## src/rtl/pwm_pkg.sv

```systemverilog
package pwm_pkg;
  // Last counter value before wrap: modulo (2^w - 1).
  function automatic int unsigned wrap_last(input int unsigned w);
    return (1 << w) - 2;
  endfunction
endpackage

```

## src/rtl/pwm_prescaler.sv

```systemverilog
module pwm_prescaler #(
  parameter int unsigned PRE_W = 8
) (
  input  logic             clk,
  input  logic             rst_n,
  input  logic             tick_i,
  input  logic             rl_wr_i,
  input  logic [PRE_W-1:0] rl_data_i,
  output logic [PRE_W-1:0] rl_q_o,
  output logic             step_o
);
  logic [PRE_W-1:0] pre_q;
  logic [PRE_W-1:0] rl_q;
  logic             hit;

  assign hit    = (pre_q >= rl_q);
  assign step_o = tick_i && hit;
  assign rl_q_o = rl_q;

  always_ff @(posedge clk or negedge rst_n) begin
    if (!rst_n) begin
      rl_q <= '0;
    end else if (rl_wr_i) begin
      rl_q <= rl_data_i;
    end
  end

  always_ff @(posedge clk or negedge rst_n) begin
    if (!rst_n) begin
      pre_q <= '0;
    end else if (tick_i) begin
      pre_q <= hit ? '0 : pre_q + 1'b1;
    end
  end

  // no tick, no prescaler motion
  p_pre_hold_r3: assert property (@(posedge clk) disable iff (!rst_n)
    !tick_i |=> $stable(pre_q));
  // count restarts after a step
  p_pre_restart_r3: assert property (@(posedge clk) disable iff (!rst_n)
    step_o |=> (pre_q == '0));
endmodule

```

## src/rtl/pwm_counter.sv

```systemverilog
module pwm_counter #(
  parameter int unsigned CNT_W = 8
) (
  input  logic             clk,
  input  logic             rst_n,
  input  logic             step_i,
  output logic [CNT_W-1:0] cnt_o
);
  localparam logic [CNT_W-1:0] LAST = CNT_W'(pwm_pkg::wrap_last(CNT_W));

  logic [CNT_W-1:0] cnt_q;
  assign cnt_o = cnt_q;

  always_ff @(posedge clk or negedge rst_n) begin
    if (!rst_n) begin
      cnt_q <= '0;
    end else if (step_i) begin
      cnt_q <= (cnt_q == LAST) ? '0 : cnt_q + 1'b1;
    end
  end

  // counter never leaves 0..LAST
  p_cnt_range_r2: assert property (@(posedge clk) disable iff (!rst_n)
    cnt_q <= LAST);
  // wrap after the last value
  p_cnt_wrap_r2: assert property (@(posedge clk) disable iff (!rst_n)
    (step_i && cnt_q == LAST) |=> (cnt_q == '0));
  // counter holds between steps
  p_cnt_hold_r3: assert property (@(posedge clk) disable iff (!rst_n)
    !step_i |=> $stable(cnt_q));
endmodule

```

## src/rtl/pwm_channel.sv

```systemverilog
module pwm_channel #(
  parameter int unsigned CNT_W = 8
) (
  input  logic             clk,
  input  logic             rst_n,
  input  logic             wr_i,
  input  logic [CNT_W-1:0] data_i,
  input  logic [CNT_W-1:0] cnt_i,
  output logic             pwm_o
);
  localparam logic [CNT_W-1:0] ALL_ONES = '1;

  logic [CNT_W-1:0] duty_q;
  logic [CNT_W-1:0] duty_eff;
  logic             pwm_q;

  // New duty bypasses the register so it acts in the write cycle.
  assign duty_eff = wr_i ? data_i : duty_q;
  assign pwm_o    = pwm_q;

  always_ff @(posedge clk or negedge rst_n) begin
    if (!rst_n) begin
      duty_q <= '0;
      pwm_q  <= 1'b1;
    end else begin
      if (wr_i) duty_q <= data_i;
      pwm_q <= !(duty_eff > cnt_i);
    end
  end

  // zero duty keeps the output high
  p_zero_high_r5: assert property (@(posedge clk) disable iff (!rst_n)
    (!wr_i && duty_q == '0) |=> pwm_q);
  // full duty keeps the output low
  p_full_low_r6: assert property (@(posedge clk) disable iff (!rst_n)
    (!wr_i && duty_q == ALL_ONES) |=> !pwm_q);
  // a fresh write acts at the very next edge
  p_imm_full_r7: assert property (@(posedge clk) disable iff (!rst_n)
    (wr_i && data_i == ALL_ONES) |=> !pwm_q);
  p_imm_zero_r7: assert property (@(posedge clk) disable iff (!rst_n)
    (wr_i && data_i == '0) |=> pwm_q);
endmodule

```

## src/rtl/dual_pwm_mod255.sv

```systemverilog
module dual_pwm_mod255 #(
  parameter int unsigned CNT_W  = 8,
  parameter int unsigned PRE_W  = 8,
  parameter int unsigned NUM_CH = 2
) (
  input  logic                    clk,
  input  logic                    rst_n,
  input  logic                    tick_i,
  input  logic                    scale_wr_i,
  input  logic [PRE_W-1:0]        scale_data_i,
  input  logic [NUM_CH-1:0]       duty_wr_i,
  input  logic [NUM_CH*CNT_W-1:0] duty_data_i,
  output logic [PRE_W-1:0]        scale_rd_o,
  output logic [NUM_CH-1:0]       pwm_o
);
  logic             step;
  logic [CNT_W-1:0] cnt;

  pwm_prescaler #(.PRE_W(PRE_W)) u_pre (
    .clk      (clk),
    .rst_n    (rst_n),
    .tick_i   (tick_i),
    .rl_wr_i  (scale_wr_i),
    .rl_data_i(scale_data_i),
    .rl_q_o   (scale_rd_o),
    .step_o   (step)
  );

  pwm_counter #(.CNT_W(CNT_W)) u_cnt (
    .clk   (clk),
    .rst_n (rst_n),
    .step_i(step),
    .cnt_o (cnt)
  );

  // every channel sees the one shared counter
  for (genvar c = 0; c < NUM_CH; c++) begin : g_ch
    pwm_channel #(.CNT_W(CNT_W)) u_ch (
      .clk   (clk),
      .rst_n (rst_n),
      .wr_i  (duty_wr_i[c]),
      .data_i(duty_data_i[c*CNT_W +: CNT_W]),
      .cnt_i (cnt),
      .pwm_o (pwm_o[c])
    );
  end

  // readback shows the written reload value
  p_scale_rb_r8: assert property (@(posedge clk) disable iff (!rst_n)
    scale_wr_i |=> (scale_rd_o == $past(scale_data_i)));
  p_scale_keep_r8: assert property (@(posedge clk) disable iff (!rst_n)
    !scale_wr_i |=> $stable(scale_rd_o));
endmodule

```

## config.mk

```make
export PLATFORM = sky130hd
export DESIGN_NAME = dual_pwm_mod255
export DESIGN_NICKNAME = d
export VERILOG_FILES = /design/src/rtl/pwm_pkg.sv /design/src/rtl/pwm_prescaler.sv /design/src/rtl/pwm_counter.sv /design/src/rtl/pwm_channel.sv /design/src/rtl/dual_pwm_mod255.sv
export SDC_FILE = /design/constraint.sdc
export NUM_CORES = 1
export LEC_CHECK = 0
export ABC_AREA = 1
export ABC_CLOCK_PERIOD_IN_PS = 1600
export BUFFER_PORTS_ARGS = -buffer_cell sky130_fd_sc_hd__buf_2
export CAP_MARGIN = 20
export CELL_PAD_IN_SITES_DETAIL_PLACEMENT = 1
export CELL_PAD_IN_SITES_GLOBAL_PLACEMENT = 2
export CORE_MARGIN = 2
export CORE_UTILIZATION = 32
export CTS_BUF_LIST = sky130_fd_sc_hd__clkbuf_2 sky130_fd_sc_hd__clkbuf_4 sky130_fd_sc_hd__clkbuf_8
export CTS_CLUSTER_DIAMETER = 60
export DETAILED_ROUTE_END_ITERATION = 12
export PLACE_DENSITY_LB_ADDON = 0.1
export SLEW_MARGIN = 20
export SYNTH_ARGS = -nofsm -noshare
export SYNTH_HDL_FRONTEND = slang
export SYNTH_SLANG_ARGS = --single-unit
```

## constraint.sdc

```tcl
create_clock -name clk -period 1.6 [get_ports clk]
set_input_delay 0 -clock clk [delete_from_list [all_inputs] [get_ports clk]]
set_output_delay 0 -clock clk [all_outputs]
set_load 0.03 [all_outputs]
```

---- Word-level counts from Yosys, hierarchy flattened ----
Cells that the tools add are included.
storage, ports and cells
  output and inout bits ................... 10
  input port bits ......................... 30
  flip-flop bits (word level) ............. 42
operators by class
  order comparisons ....................... 3
  add/sub/neg operators ................... 2
  eq/ne operators ......................... 1
  mux-type cells .......................... 4
  reduce and logical (&&, ||, !) cells .... 3
operator list
  cell                                          count
  two-way mux 8 bit                             4
  adder 8 x 1 -> 8 bit (second input constant)  2
  > comparator 8 bit                            2
  equality test 8 bit (second input constant)   1
  greater-or-equal comparator 8 bit             1
  logical NOT 1 bit                             2
  logical AND 1 bit                             1

---- Depth between registers and ports, before layout ----
Gate-level depths: netlist of run 1.
  depth after elaboration ................. 3
  depth in mapped cells ................... 12
  gate-level depth less buffers ........... 12

---- Cells and area by module ----
From an unflattened synthesis of run 1, not the netlist that was laid out.
second synthesis, totals
  cell total of the unflattened synthesis .. 290
  area, all modules ....................... 2,539.9 um2
modules (own cells, without submodules)
  module         area each (um2)  cells an instance  instances
  pwm_channel    573.0            56                 2
  pwm_prescaler  932.1            114                1
  pwm_counter    461.7            64                 1

---- Worst setup path before layout of run 1 ----
No wires, ideal clock.
  path type ............................... reg2reg
  start point ............................. register u_pre.rl_q[7], in the netlist u_pre.rl_q_o[7]
  end point ............................... register u_cnt.cnt_q[0], in the netlist u_cnt.cnt_o[0]
  arrival ................................. 1.565 ns
  data required time ...................... 1.483 ns
  stages on the path, launching flop included .. 9
  clock period less this slack ............ 1.682 ns
  setup slack ............................. -0.082 ns
  cell sequence ........................... dfrtp_1 > inv_1 > ha_1 > a21o_1 > nor2_1 > nand3_1 > buf_4 > nand3_1 > nand2_1
between the ends
  cells in the longest elaborated chain, start to end .. 2
RTL lines
  element                            RTL line             text
  start, declared                    pwm_prescaler.sv:13  logic [PRE_W-1:0] rl_q;
  start signal, assigned             pwm_prescaler.sv:24  rl_q <= rl_data_i;
  greater-or-equal comparator 8 bit  pwm_prescaler.sv:16  assign hit = (pre_q >= rl_q);
  logical AND 1 bit                  pwm_prescaler.sv:17  assign step_o = tick_i && hit;
  end signal, assigned               pwm_counter.sv:18    cnt_q <= (cnt_q == LAST) ? '0 : cnt_q + 1'b1;
  end, declared                      pwm_counter.sv:11    logic [CNT_W-1:0] cnt_q;
Every way passes these cells.
A chain may end at the register's enable or synchronous reset.

---- Worst setup path in the final report of run 1 ----
  start point ............................. register u_pre.pre_q[4]
  end point ............................... register u_cnt.cnt_q[1], in the netlist u_cnt.cnt_o[1]
between the ends
  cells in the longest elaborated chain, start to end .. 2
RTL lines
  element                            RTL line             text
  start, declared                    pwm_prescaler.sv:12  logic [PRE_W-1:0] pre_q;
  start signal, assigned             pwm_prescaler.sv:32  pre_q <= hit ? '0 : pre_q + 1'b1;
  greater-or-equal comparator 8 bit  pwm_prescaler.sv:16
  logical AND 1 bit                  pwm_prescaler.sv:17
Every way passes these cells.

==> results of run 1 <==
[worst max-delay path by stage]
stage,cells after the start,slack [ns],start,to
2_1_floorplan,8,0.007,u_pre.rl_q_o[7],u_cnt.cnt_o[0]
3_3_place_gp,9,-0.07,u_pre.rl_q_o[7],u_pre.pre_q[5]
3_5_place_dp,9,-0.11,u_pre.rl_q_o[7],u_pre.pre_q[5]
4_1_cts,9,0.01,u_pre.rl_q_o[5],u_cnt.cnt_o[1]
5_1_grt,8,-0.05,u_pre.pre_q[5],u_cnt.cnt_o[0]
6_report,8,0.06,u_pre.pre_q[4],u_cnt.cnt_o[1]
[critical path, stage by stage (launching register included)]
cell,delay (ns)
dfrtp_1,0.43
ha_4,0.28
nand2_4,0.05
nor2_4,0.13
nand4_1,0.16
nand3_4,0.15
nand2_8,0.10
nand2_1,0.09
nand2_1,0.05
[stage by stage]
step	setup WS (ns)	instances
6_report	0.0555	473
5_1_grt	-0.0541	473
4_1_cts	0.0108	471
3_5_place_dp	-0.114	440
3_3_place_gp	-0.0738	440
2_1_floorplan	0.00696	288
[power by group through the flow]
| stage | Sequential, W | Clock, W | Combinational [W] |
|---|---|---|---|
| detailed placement | 0.00138 | 0 | 0.00126 |
| finish | 0.00138 | 0.000872 | 0.00152 |
| CTS | 0.00137 | 0.000905 | 0.00134 |
| global route | 0.00140 | 0.000945 | 0.00173 |
| global placement | 0.00138 | 0 | 0.00124 |
| floorplan | 0.00141 | 0 | 0.000737 |
[timing repair]
action	CTS	global route
setup endpoints to repair	15	17
cloned	0	0
pin swaps	4	17
hold buffers	23	0
hold endpoints to repair	40	0
buffers inserted	0	2
gates resized for setup	10	40
[cells in the final DEF, fill, tap and decap left out, types with 3 or more instances in the layout]
| master | n |
|---|---|
| nor2_4 | 3 |
| clkbuf_8 | 5 |
| a21oi_1 | 11 |
| buf_4 | 18 |
| ha_1 | 20 |
| nand3_2 | 7 |
| nand2_1 | 65 |
| mux2_2 | 15 |
| dlygate4sd3_1 | 23 |
| xor2_1 | 5 |
| nand4_1 | 3 |
| ha_4 | 7 |
| dfrtp_1 | 33 |
| buf_2 | 39 |
| nand2_2 | 5 |
| inv_1 | 27 |
| nor2_1 | 20 |
| inv_2 | 8 |
| dfrtp_2 | 7 |
| o21ai_0 | 15 |
| nand3_1 | 10 |
[kinds of logic (layout without fill, tap and decap cells)]
logic type	Yosys count	count (layout)	synth area share (%)
AOI/OAI and AO/OA	32	32	6.73
xor gates and xnor gates	7	7	2.48
adders and majority gates	27	27	13.7
buffers and inverters	43	126	6.99
DFF	42	42	42.6
muxes	15	15	6.84
and+or+nand+nor	122	122	20.7
[metal layers]
| metal | global-route usage, % | vias to the layer above |
|---|---|---|
| met1 | 21.7 | 993 |
| met5 | 0 | - |
| met3 | 2.55 | 4 |
| met2 | 24.3 | 28 |
| li1 | - | 1091 |
| met4 | 4.85 | 0 |
[synthesized netlist by cell type, drive strengths merged]
cell and count:
clkbuf 4, dfstp 2, nand3 19, mux2 15
o21ai 17, nor2 25, and2 1, inv 36
a21oi 12, dfrtp 40, ha 27, xnor2 2
o22ai 1, nand2 73, nor3 1, xor2 5
buf 3, a21o 1, a21boi 1, nand4 3
[layout make-up]
cell class	instances	area share (%)
Clock buffer	6	2.18
Multi-Input combinational cell	203	41.7
Inverter	36	4.07
Tap cell	102	3.64
Clock inverter	2	1.07
Sequential cell	42	30.3
Timing Repair Buffer	82	17.0
[sequential cells by signal (all words and copies together), names as in the netlist]
| register | flops |
|---|---|
| g_ch.u_ch.duty_q | 16 |
| g_ch.u_ch.pwm_o | 2 |
| u_cnt.cnt_o | 8 |
| u_pre.pre_q | 8 |
| u_pre.rl_q_o | 8 |
==> metrics, run 1 <==
placed cell area=2910 um^2; clock slew at reported path FFs=0.09 ns; YS warnings=0; Via-to-Cell Ratio=4.47; Combinational Power Share=40.4%; n_diodes=0; WL met2=2730 um; DRC errors left=0; die height=91.9 um; Final Total Pwr=0.00378 W; H-tree depth=2; layout cells sized above 1=35.6%; Worst IR Drop VDD=0.000715 V; Slew Viols, Final=0; Worst EP required=1.79 ns; setup TNS=0 ns; area leader, netlist=dfrtp_1; Fin Hold WS=0.0516 ns; hold crit path type=in -> reg; core area=7610 um^2; Synth Net Count=345; post-synthesis cell type count=24; WHS Path Cells=5; leakage=1.69 nW; Longest Clk Path Bufs=2; RR Endpoint=u_cnt.cnt_o[1]; chip width=91.9 um; via count=2116; synthesized area=2470 um^2; skew final=0.00649 ns; WL met3=213 um; Register Area=1060 um^2; R2R Setup Slk=0.06 ns; Mean Syn Cell Area=8.58 um^2; RSZ-0062 raised after global routing=yes; port bufs=39; Iter 0 DRT Violations=58; number of fill cells in the layout=893; Die Area=8440 um^2; I/O pin cnt=40; final instance area=3500 um^2; Syn Inst Count=288; Starting Density=32.5%; Tot GR Track Use=15.4%; critical path class=reg -> reg; Worst R2R Start=u_pre.pre_q[4]; GP Congestion=0.767; CTS sink cnt=42; final wirelength=6110 um; pwr dens=1080 nW/um^2; uppermost layer routed=met4; P&R area growth vs syn=41.8%; critical path arrival=1.73 ns; Final Hold Fails=0; CTS Root Cell=clkbuf_8; Net Sw Power=0.00135 W; fin nets=427; Worst-Skew Late Latency=0.29 ns; register area share after synthesis=42.6%; sw frac=35.7%; area of the multi-input gates=1460 um^2; total grt overflow=0; Worst setup SP type=flip-flop; largest net degree at the start of global routing=25; relative slew slack=68.7%; Pint=0.00243 W; Worst Reg-to-Reg Cells=8; status=finished, final reports clean; Hold EP=g_ch[0].u_ch.duty_q[0]; hpwl dp=4500 um; 1st-pass router iterations=4; worst hold start=duty_data_i[0]; final setup vio count=0; top cell type's share of synthesized area=40.5%; critical path fanouts, max=9; Final Cycle Share=96.5%; fin util=46.1%; vias in the first global route=2143; achievable frequency=0.647 GHz; Crit. End Element=flip-flop; power share of the clock group=23.1%; top cells by area, synth=dfrtp_1, ha_1, nand2_1, mux2_2, inv_1; Cell Rows=32; Seq pwr share=36.6%; M1 WL=3100 um; Worst Tran Pin Value=0.470 ns; MaxCap Viol Count=0; CTS tree=done; WL/cell=12.9 um; initial antenna violation count=0; Seq cells post-synth=42; Final Critical Period=1.54 ns; CTS Buf Count=5; Post-DRT Antenna Nets=0; first-pass GRT wire length=10100 um
Power figures use the tool's default switching activity.
==> inputs of run 2 (changes only) <==
- CAP_MARGIN: 20 -> default
- RECOVER_POWER: default -> 25
- SYNTH_HIERARCHICAL: default -> 1
==> run 2 against run 1 <==
Compared with the run above:
- the flow now finishes with violations (setup timing)
- synthesized cell count grew 0.69%
- non-clock buffer count grew 2
- clock skew grew 0.0038 ns
- sequential power grew 4%
- via count shrank 0.80%
- cell count grew 1.5%
- routed wire length shrank 5.4%
- clock power grew 4.4%
- register-to-register slack lost 0.23 ns
- first-iteration DRC count shrank 48%
- worst setup slack lost 0.23 ns
- clock-buffer cell count grew 1
- critical path type unchanged
- highest routed layer unchanged
==> metrics, run 2 <==
status=complete, but fails checks; failing checks=setup timing; CP Launch Point=u_pre/rl_q_o[0]; Worst IR Drop VDD=0.000462 V (-35%); Worst-Skew Late Latency=0.29 ns (about the same); most common cell after layout, fill and taps aside=nand2_1; synthesized area=2540 um^2 (+2.8%); Slew Viols, Final=0 (unchanged); hpwl dp=4310 um (-4.3%); chip width=93.1 um (+1.3%); Worst EP required=1.78 ns (about the same); number of fill cells in the layout=938 (+5.0%); final worst setup slack=-0.178 ns (-0.234 ns); Combinational Power Share=42.4% (+2.0 points); Longest Clk Path Bufs=2 (unchanged); largest net degree at the start of global routing=25 (unchanged); Net Sw Power=0.00148 W (+9.6%); YS warnings=6 (+6); Cell Rows=32 (unchanged); cell count after placement=441 (+0.23%); max reg flops=16 (unchanged); RSZ-0062 raised after global routing=yes; P&R area growth vs syn=36.6%; CTS Root Cell=clkbuf_8; Mean Syn Cell Area=8.76 um^2 (+2.1%); Post-DRT Antenna Nets=0 (unchanged); setup TNS=-1.05 ns (-1.05 ns); Post-Place Worst Slack=-0.199 ns (-0.0847 ns); CTS Buf Count=5 (unchanged); H-tree depth=2 (unchanged); initial antenna violation count=0 (unchanged); I/O pin cnt=40 (unchanged); port bufs=39 (unchanged); WL/cell=12.0 um (-6.7%); final setup vio count=9 (+9); area leader, netlist=dfrtp_1; die height=93.1 um (+1.3%); critical path arrival=1.96 ns (+0.23 ns); Post-synth ARST share=100% (unchanged); leakage=1.85 nW (+9.5%); Worst setup SP type=flip-flop; post-synthesis cell type count=29 (+21%); Iter 0 DRT Violations=30 (-48%); Non-Filler Instances=480 (+1.5%); Syn Inst Count=290 (+0.69%); Final Critical Period=1.78 ns (+0.234 ns); RR Endpoint=u_cnt/cnt_o[7]; top cell type's share of synthesized area=39.4% (-1.1 points); R2R Setup Slk=-0.18 ns (-0.23 ns); first-pass GRT wire length=10300 um (+1.6%); GP Congestion=0.733 (-4.5%); 1st-pass router iterations=4 (unchanged); most frequent cells in the layout=nand2_1, inv_1, buf_2; sw frac=36.3% (+0.58 points); pwr dens=1170 nW/um^2 (+8.9%); CTS sink cnt=42 (unchanged); crit path to=u_cnt/cnt_o[7]; layout cells sized above 1=33.1% (-2.5 points); achievable frequency=0.562 GHz (-13%); relative slew slack=23.7% (-45 points); Final Hold Fails=0 (unchanged); MaxCap Viol Count=0 (unchanged); n_diodes=0 (unchanged); Commonest cells post-synth=nand2_1, inv_1, dfrtp_1; Tot GR Track Use=14.8% (-0.63 points); via count=2099 (-0.80%); vias in the first global route=2308 (+7.7%); top cells by area, synth=dfrtp_1, ha_1, nand2_1, mux2_4, inv_1; Worst R2R Start=u_pre/rl_q_o[0]; critical path fanouts, max=5 (-4); Worst Reg-to-Reg Cells=16 (+8); clock slew at reported path FFs=0.08 ns (about the same); Starting Density=32.9% (+0.39 points); Worst Tran Pin Value=1.14 ns (+0.674 ns); critical path class=reg -> reg; Seq cells post-synth=42 (unchanged); Seq pwr share=35.3% (-1.3 points); Synth Net Count=347 (+0.58%); Crit. End Element=flip-flop; final wirelength=5780 um (-5.4%); most flop-heavy register=g_ch.u_ch/duty_q; Final Cycle Share=111% (+15 points); Post-synth EDFFs=0 (unchanged); Via-to-Cell Ratio=4.37 (-2.3%); register area share after synthesis=41.5% (-1.2 points); DRC errors left=0 (unchanged); Main synth FF type=dfrtp_1; hold crit path type=in -> reg; power share of the clock group=22.3% (-0.8 points); CTS tree=done; skew final=0.0103 ns (+0.00383 ns); Pint=0.00259 W (+6.8%); count leader, synth=nand2_1; total grt overflow=0 (unchanged); Die Area=8670 um^2 (+2.7%); core area=7730 um^2 (+1.6%); fin nets=434 (+1.6%)
run 2: how the worst min path moves through the flow:
stage / endpoint / depth (start not counted) / from / slack, ns
2_1_floorplan: g_ch[0].u_ch/duty_q[0] / 0 / rst_n / -0.30
3_3_place_gp: g_ch[1].u_ch/duty_q[6] / 1 / rst_n / -0.006
3_5_place_dp: g_ch[1].u_ch/duty_q[3] / 1 / rst_n / -0.01
4_1_cts: g_ch[1].u_ch/duty_q[0] / 5 / duty_data_i[8] / 0.002
5_1_grt: g_ch[1].u_ch/duty_q[0] / 5 / duty_data_i[8] / 0.05
6_report: g_ch[1].u_ch/duty_q[0] / 5 / duty_data_i[8] / 0.006
run 2: repair_timing:
item,4_1_cts,5_1_grt
endpoints found under the setup margin,8,13
pin swaps,8,9
hold buffers,24,0
buffers inserted,6,1
hold endpoints to repair,40,0
resized for setup,16,5
run 2: logic make-up (layout without fill, tap and decap cells):
logic type	count (synthesis)	after routing	synth area share [%]
xor+xnor	3	3	1.03
simple gates	117	117	19.7
mux	15	15	8.72
buf+inv	56	144	8.92
flops	42	42	41.5
compound gates	30	30	6.90
fa+ha+maj	27	27	13.3
run 2: layout make-up:
cell class	count	area [um^2]	share of cell area (%)
Tap cell	102	128	3.68
Inverter	52	198	5.70
Timing Repair Buffer	84	608	17.5
Multi-Input combinational cell	192	1350	39.0
Clock buffer	7	90.1	2.60
Clock inverter	1	30.0	0.866
Sequential cell	42	1060	30.6
run 2: worst max-delay path, cell delays in order, from the launching register on:
cell and delay [ns]:
dfrtp_2 0.43, ha_4 0.27, inv_2 0.03, nand2_2 0.04
nand2_1 0.04, nand2_1 0.06, nand2_1 0.05, nand2_1 0.06
nand2_2 0.06, nand2_2 0.07, nand2_2 0.07, inv_4 0.09
nand2_2 0.07, nor2_4 0.15, nand3_2 0.09, nand2_2 0.06
nor2_1 0.04
run 2: power by group through the flow:
stage / clock network [W] / logic, W / registers (W)
CTS: 0.000959 / 0.00171 / 0.00145
global route: 0.000992 / 0.00201 / 0.00147
finish: 0.000910 / 0.00173 / 0.00144
detailed placement: 0 / 0.00152 / 0.00146
global placement: 0 / 0.00150 / 0.00145
floorplan: 0 / 0.000911 / 0.00151
run 2: routing by layer:
| layer | global-route usage, % | share of wire [%] |
|---|---|---|
| met3 | 2.42 | 3.0 |
| met5 | 0 | 0 |
| met1 | 18.5 | 49 |
| met2 | 26.8 | 47 |
| met4 | 3.31 | 0.81 |
run 2: through the flow:
stage,util (%),total power (W),instance area [um^2],hold WS [ns]
after floorplan,-,0.00242,2550,-0.296
after global placement,38.3,0.00296,2960,-0.00623
after detailed placement,38.3,0.00298,2960,-0.0122
after CTS,44.6,0.00412,3440,0.00179
after global routing,44.9,0.00447,3470,0.0514
final,44.9,0.00407,3470,0.00575
